<file path="config.mk">
export PLATFORM = sky130hd
export DESIGN_NAME = bpt_top
export DESIGN_NICKNAME = d
export VERILOG_FILES = /design/src/rtl/bpt_pkg.sv /design/src/rtl/bpt_dir_state.sv /design/src/rtl/bpt_tgt_mem.sv /design/src/rtl/bpt_miss_eval.sv /design/src/rtl/bpt_top.sv
export SDC_FILE = /design/constraint.sdc
export NUM_CORES = 2
export LEC_CHECK = 0
export BUFFER_PORTS_ARGS = -buffer_cell sky130_fd_sc_hd__clkbuf_2
export CAP_MARGIN = 20
export CORE_UTILIZATION = 25
export CTS_CLUSTER_DIAMETER = 150
export DETAILED_ROUTE_END_ITERATION = 16
export HOLD_SLACK_MARGIN = 0.03
export MAX_ROUTING_LAYER = met4
export PLACE_DENSITY = 0.49
export SYNTH_ARGS = -nofsm -noshare
export SYNTH_HDL_FRONTEND = slang
export SYNTH_SLANG_ARGS = --single-unit
</file>
<file path="constraint.sdc">
create_clock -name clk -period 8.14 [get_ports clk]
set_input_delay 1.221 -clock clk [delete_from_list [all_inputs] [get_ports clk]]
set_output_delay 1.221 -clock clk [all_outputs]
set_load 0.02 [all_outputs]
</file>
<file path="src/rtl/bpt_pkg.sv">
package bpt_pkg;
  typedef logic [1:0] ctr_t;

  localparam ctr_t CTR_WEAK_NT = 2'd1;
  localparam ctr_t CTR_WEAK_T  = 2'd2;

  typedef enum logic [1:0] {
    MODE_STATIC = 2'd0,
    MODE_LAST   = 2'd1,
    MODE_SAT    = 2'd2,
    MODE_SAT_B  = 2'd3
  } mode_e;

  // saturating step of a two-bit counter
  function automatic ctr_t ctr_step(input ctr_t c, input logic taken);
    ctr_t r;
    if (taken) r = (c == 2'd3) ? c : c + 2'd1;
    else       r = (c == 2'd0) ? c : c - 2'd1;
    return r;
  endfunction
endpackage

</file>
<file path="src/rtl/bpt_dir_state.sv">
module bpt_dir_state
  import bpt_pkg::*;
#(
  parameter int DEPTH = 64,
  localparam int IDXW = $clog2(DEPTH)
) (
  input  logic            clk,
  input  logic            rst,
  input  mode_e           mode,
  input  logic [IDXW-1:0] lk_idx,
  input  logic            up_en,
  input  logic [IDXW-1:0] up_idx,
  input  logic            up_outcome,
  output logic            hit_q,
  output logic            taken_q
);
  logic [DEPTH-1:0] vld;
  logic [DEPTH-1:0] last_out;
  ctr_t             ctr [DEPTH];

  logic rd_hit;
  logic rd_dir;

  always_comb begin
    rd_hit = (mode != MODE_STATIC) && vld[lk_idx];
    rd_dir = (mode == MODE_LAST) ? last_out[lk_idx] : ctr[lk_idx][1];
  end

  always_ff @(posedge clk) begin
    if (rst) begin
      vld     <= '0;
      hit_q   <= 1'b0;
      taken_q <= 1'b0;
    end else begin
      hit_q   <= rd_hit;
      taken_q <= rd_hit && rd_dir;
      if (up_en) vld[up_idx] <= 1'b1;
    end
  end

  // history fields need no reset: the valid bits gate them
  always_ff @(posedge clk) begin
    if (up_en) begin
      last_out[up_idx] <= up_outcome;
      ctr[up_idx]      <= vld[up_idx] ? ctr_step(ctr[up_idx], up_outcome)
                                      : (up_outcome ? CTR_WEAK_T : CTR_WEAK_NT);
    end
  end
endmodule

</file>
<file path="src/rtl/bpt_tgt_mem.sv">
module bpt_tgt_mem #(
  parameter int DEPTH = 64,
  parameter int DW    = 32,
  localparam int AW   = $clog2(DEPTH)
) (
  input  logic          clk,
  input  logic          we,
  input  logic [AW-1:0] waddr,
  input  logic [DW-1:0] wdata,
  input  logic [AW-1:0] raddr,
  output logic [DW-1:0] rdata
);
  logic [DW-1:0] mem [DEPTH];

  // one write port, one registered read port, old data on collision
  always_ff @(posedge clk) begin
    rdata <= mem[raddr];
    if (we) mem[waddr] <= wdata;
  end
endmodule

</file>
<file path="src/rtl/bpt_miss_eval.sv">
module bpt_miss_eval #(
  parameter int PCW = 32
) (
  input  logic           clk,
  input  logic           rst,
  input  logic           up_en,
  input  logic           outcome,
  input  logic [PCW-1:0] target,
  input  logic           pred_taken,
  input  logic [PCW-1:0] pred_target,
  output logic           miss_q
);
  logic dir_wrong;
  logic dst_wrong;

  always_comb begin
    dir_wrong = pred_taken != outcome;
    dst_wrong = pred_taken && outcome && (pred_target != target);
  end

  always_ff @(posedge clk) begin
    if (rst) miss_q <= 1'b0;
    else     miss_q <= up_en && (dir_wrong || dst_wrong);
  end
endmodule

</file>
<file path="src/rtl/bpt_top.sv">
module bpt_top
  import bpt_pkg::*;
#(
  parameter int DEPTH   = 64,
  parameter int PCW     = 32,
  parameter int IDX_LSB = 4
) (
  input  logic           clk,
  input  logic           rst,
  input  logic [1:0]     mode,
  input  logic [PCW-1:0] lk_pc,
  output logic           lk_hit,
  output logic           lk_taken,
  output logic [PCW-1:0] lk_target,
  input  logic           up_valid,
  input  logic [PCW-1:0] up_pc,
  input  logic           up_taken,
  input  logic [PCW-1:0] up_target,
  input  logic           up_kind,
  input  logic           up_pred_taken,
  input  logic [PCW-1:0] up_pred_target,
  output logic           up_mispredict
);
  localparam int IDXW = $clog2(DEPTH);

  logic [IDXW-1:0] lk_idx;
  logic [IDXW-1:0] up_idx;
  logic            outcome;
  logic [PCW-1:0]  tgt_raw;
  logic            hit_q;
  mode_e           mode_q;

  always_comb begin
    lk_idx  = lk_pc[IDX_LSB +: IDXW];
    up_idx  = up_pc[IDX_LSB +: IDXW];
    outcome = up_kind | up_taken;
    mode_q  = mode_e'(mode);
  end

  bpt_dir_state #(.DEPTH(DEPTH)) dir_i (
    .clk(clk), .rst(rst), .mode(mode_q),
    .lk_idx(lk_idx), .up_en(up_valid), .up_idx(up_idx), .up_outcome(outcome),
    .hit_q(hit_q), .taken_q(lk_taken)
  );

  bpt_tgt_mem #(.DEPTH(DEPTH), .DW(PCW)) tgt_i (
    .clk(clk), .we(up_valid), .waddr(up_idx), .wdata(up_target),
    .raddr(lk_idx), .rdata(tgt_raw)
  );

  bpt_miss_eval #(.PCW(PCW)) miss_i (
    .clk(clk), .rst(rst), .up_en(up_valid), .outcome(outcome),
    .target(up_target), .pred_taken(up_pred_taken),
    .pred_target(up_pred_target), .miss_q(up_mispredict)
  );

  assign lk_hit    = hit_q;
  assign lk_target = hit_q ? tgt_raw : '0;
endmodule

</file>
==> flow_metrics.env <==
export IMPL_ys_flop_type="edfxtp_1"
export IMPL_ys_warn_count=0
export IMPL_arrival_ns=5.19
export IMPL_synth_fp_nets=3895
export IMPL_hold_buffers=0
export IMPL_antenna_found_initial=39
export IMPL_status="finished clean"
export IMPL_n_fill_cell=34539
export IMPL_portBuffers=118
export IMPL_postCtsSetupBuffers=0
export IMPL_num_vias=42086
export IMPL_worstPathRequired_ns=8.84
export IMPL_rrSetupSlack_ns=4.57
export IMPL_peakVddDrop_v=0.000221
export IMPL_worst_slew_pin_slew_ns=1.21
export IMPL_path_clk_slew_ns=0.06
export IMPL_ant_nets=0
export IMPL_numCtsBuffers=247
export IMPL_routabilityCongestion=0.778
export IMPL_path_cells="clkbuf_2, nor2b_1, a22oi_1, a22oi_1, o211ai_1, nor3b_1, a21oi_1, mux2i_4, buf_4"
export IMPL_reg2regPathDepth=8
export IMPL_post_cts_resized=0
export IMPL_holdCritStartpoint="dir_i.vld[34]$_SDFFE_PP0P_"
export IMPL_pin_count=171
export IMPL_skew_ns=0.0685
export IMPL_p_leak_uw=0.0321
export IMPL_htreeDepth=4
export IMPL_layout_min_cycle_time_ns=4.49
export IMPL_final_cell_mix="edfxtp_1, mux4_2, clkbuf_16"
export IMPL_die_height_um=601
export IMPL_cp_start_kind="input pin"
export IMPL_finalMaxSlewViolations=0
export IMPL_crit_fanout=37
export IMPL_routed_wl_um=268000
export IMPL_hold_end="dir_i.vld[34]$_SDFFE_PP0P_"
export IMPL_drtIter0Drc=4486
export IMPL_clock_latency_ns=0.91
export IMPL_cap_violations=0
export IMPL_area_growth_pct=17.3
export IMPL_multi_input_area_um2=20200
export IMPL_max_freq_ghz=0.223
export IMPL_setup_tns_ns=0
export IMPL_hold_path_class="reg2reg"
export IMPL_syn_mean_instance_area_um2=23.9
export IMPL_reg2reg_to="dir_i.ctr[27][0]$_DFFE_PP_"
export IMPL_yosysSeqAreaShare=0.771
export IMPL_vias_per_cell=4.66
export IMPL_worst_path_max_delay_cell="nor2b_1"
export IMPL_grt_overflow_total=0
export IMPL_cp_top_family="simple AND/OR/NAND/NOR gates"
export IMPL_grt_pass1_wl_um=367000
export IMPL_hold_viol=0
export IMPL_core_area_um2=357000
export IMPL_drcViolationCount=0
export IMPL_ys_types=46
export IMPL_initial_core_util=0.252
export IMPL_p_per_area_nw_per_um2=245
export IMPL_hold_depth=2
export IMPL_cts_root_buf="clkbuf_16"
export IMPL_worst_path_buf_inv=2
export IMPL_globalRouteTotalUtil=0.150
export IMPL_setup_violations=0
export IMPL_max_slew_margin_rel=0.191
export IMPL_fin_nets=4221
export IMPL_dieArea_um2=362000
export IMPL_synth_edf_count=2240
export IMPL_endpoint_kind="flop"
export IMPL_async_flop_share=0
export IMPL_first_global_vias=43485
export IMPL_drive_above_1_share=0.345
export IMPL_r2r_start="dir_i.ctr[7][0]$_DFFE_PP_"
export IMPL_finalHoldWorstSlack_ns=0.496
export IMPL_rsz0062_at_grt="false"
export IMPL_cts_tree="yes"
export IMPL_num_rows=219
export IMPL_finalCritPeriodShare=0.552
export IMPL_place_ws_ns=2.70
export IMPL_setup_ws_ns=3.65
export IMPL_cts_sinks=2339
export IMPL_hpwl_um=155000
export IMPL_seq_area_um2=69200
export IMPL_layout_commonest_cell="edfxtp_1"
export IMPL_grt_max_degree=112
export IMPL_synth_seq_cells=2339
export IMPL_syn_area_um2=89800
export IMPL_detail_route_wl_per_cell_um=29.7
export IMPL_synthCells=3758
export IMPL_max_stage_delay_ns=0.85
export IMPL_first_pass_iters=7
export IMPL_cts_path_max_buffers=4
export IMPL_crit_top_cell="a22oi_1"
export IMPL_criticalPathCategory="in2reg"
export IMPL_fp_dieW_um=601
registers in the layout (all words and copies together), names as in the netlist:
register	cells
dir_i.hit_q	1
dir_i.vld	64
tgt_i.rdata	32
dir_i.taken_q	1
dir_i.last_out	64
dir_i.ctr	128
miss_i.miss_q	1
tgt_i.mem	2048
per-layer routing:
metal | vias to the layer above | GRT usage | wire length, um
li1 | 16797 | - | -
met4 | 0 | 0.0400 | 7410
met2 | 1430 | 0.248 | 133000
met5 | - | - | 0
met3 | 381 | 0.0178 | 13400
met1 | 23478 | 0.197 | 114000
worst max path at each step:
stage                     startpoint                           to  slack (ns)  depth (start not counted)
after global routing        up_pc[6]   dir_i.ctr[27][0]$_DFFE_PP_        3.46                          9
after detailed placement    up_pc[6]   dir_i.ctr[12][0]$_DFFE_PP_        2.70                          9
after floorplan             up_pc[4]    dir_i.ctr[0][0]$_DFFE_PP_        2.77                          9
after global placement      up_pc[6]  tgt_i.mem[62][29]$_DFFE_PP_        2.74                          5
final                       up_pc[6]   dir_i.ctr[27][0]$_DFFE_PP_        3.65                          9
after CTS                   up_pc[6]   dir_i.ctr[27][0]$_DFFE_PP_        3.66                          9
cell usage after synthesis, types with 2 or more instances:
| library cell | count | area (um^2) |
|---|---|---|
| inv_1 | 2 | 7.51 |
| mux2_2 | 16 | 180 |
| mux2i_1 | 36 | 360 |
| a22oi_1 | 7 | 52.6 |
| edfxtp_1 | 2240 | 67300 |
| o21a_1 | 2 | 15.0 |
| clkbuf_1 | 89 | 334 |
| mux4_2 | 757 | 17000 |
| nor3_1 | 4 | 20.0 |
| nand4_1 | 10 | 62.6 |
| o22ai_1 | 9 | 56.3 |
| buf_1 | 34 | 128 |
| o21ai_1 | 11 | 55.1 |
| a21oi_1 | 8 | 40.0 |
| and2_1 | 32 | 200 |
| nand3b_1 | 3 | 22.5 |
| buf_4 | 16 | 120 |
| nor3b_1 | 3 | 22.5 |
| nand2_1 | 26 | 97.6 |
| nand2b_1 | 2 | 12.5 |
| buf_2 | 62 | 310 |
| nor2_1 | 204 | 766 |
| nand3_1 | 13 | 65.1 |
| dfxtp_1 | 99 | 1980 |
| xnor2_1 | 32 | 280 |
| a211oi_1 | 4 | 30.0 |
| o21ai_0 | 2 | 10.0 |
| o21bai_1 | 2 | 15.0 |
| nor4_1 | 4 | 25.0 |
| or3b_1 | 2 | 17.5 |
| nor2b_1 | 9 | 56.3 |
| a2111oi_0 | 3 | 26.3 |
| or3_1 | 2 | 12.5 |
cell type report:
type                    count  area share
multi-input cells        1215       0.191
repair buffers            279      0.0197
diodes                     10    0.000237
inverters                   2   0.0000712
well taps                4751      0.0564
flip-flops and latches   2339       0.657
clock buffers             305      0.0625
clock inverters           140      0.0126
cell families (layout without fill, tap and decap cells):
logic type	Yosys count	in the layout	share of synthesized area
adder cells (fa/ha/maj)	1	1	0.000139
XOR/XNOR	32	32	0.00312
other	0	10	0
AND/OR/NAND/NOR	318	318	0.0157
flip-flops	2339	2339	0.771
multiplexers	809	809	0.196
AO/OA/AOI/OAI	55	55	0.00400
buffers and inverters	204	726	0.0101
worst register-to-register path, delay by kind of cell (launching register included):
family / cells / cell delay, ns
AOI/OAI and AO/OA: 2 / 0.33
buffers and inverters: 1 / 0.42
DFF: 1 / 0.37
muxes: 3 / 1.57
and+or+nand+nor: 2 / 0.68
where the power goes:
group          internal [uW]  total (uW)  switching [uW]  leakage (uW)
logic                    508        1340             827       0.00717
registers              13300       13400            45.1        0.0210
clock network           6400       11100            4700       0.00386
per-stage QoR:
stage / cells / util / cell area (um^2) / total power, uW
final: 9041 / 0.295 / 105000 / 25800
after global routing: 9037 / 0.295 / 105000 / 26500
after CTS: 9029 / 0.295 / 105000 / 26100
after detailed placement: 8584 / 0.273 / 97400 / 15000
after global placement: 8584 / 0.273 / 97400 / 15000
after floorplan: 3758 / - / 89800 / 14300
Note: power is estimated with default switching activity, not from simulation.
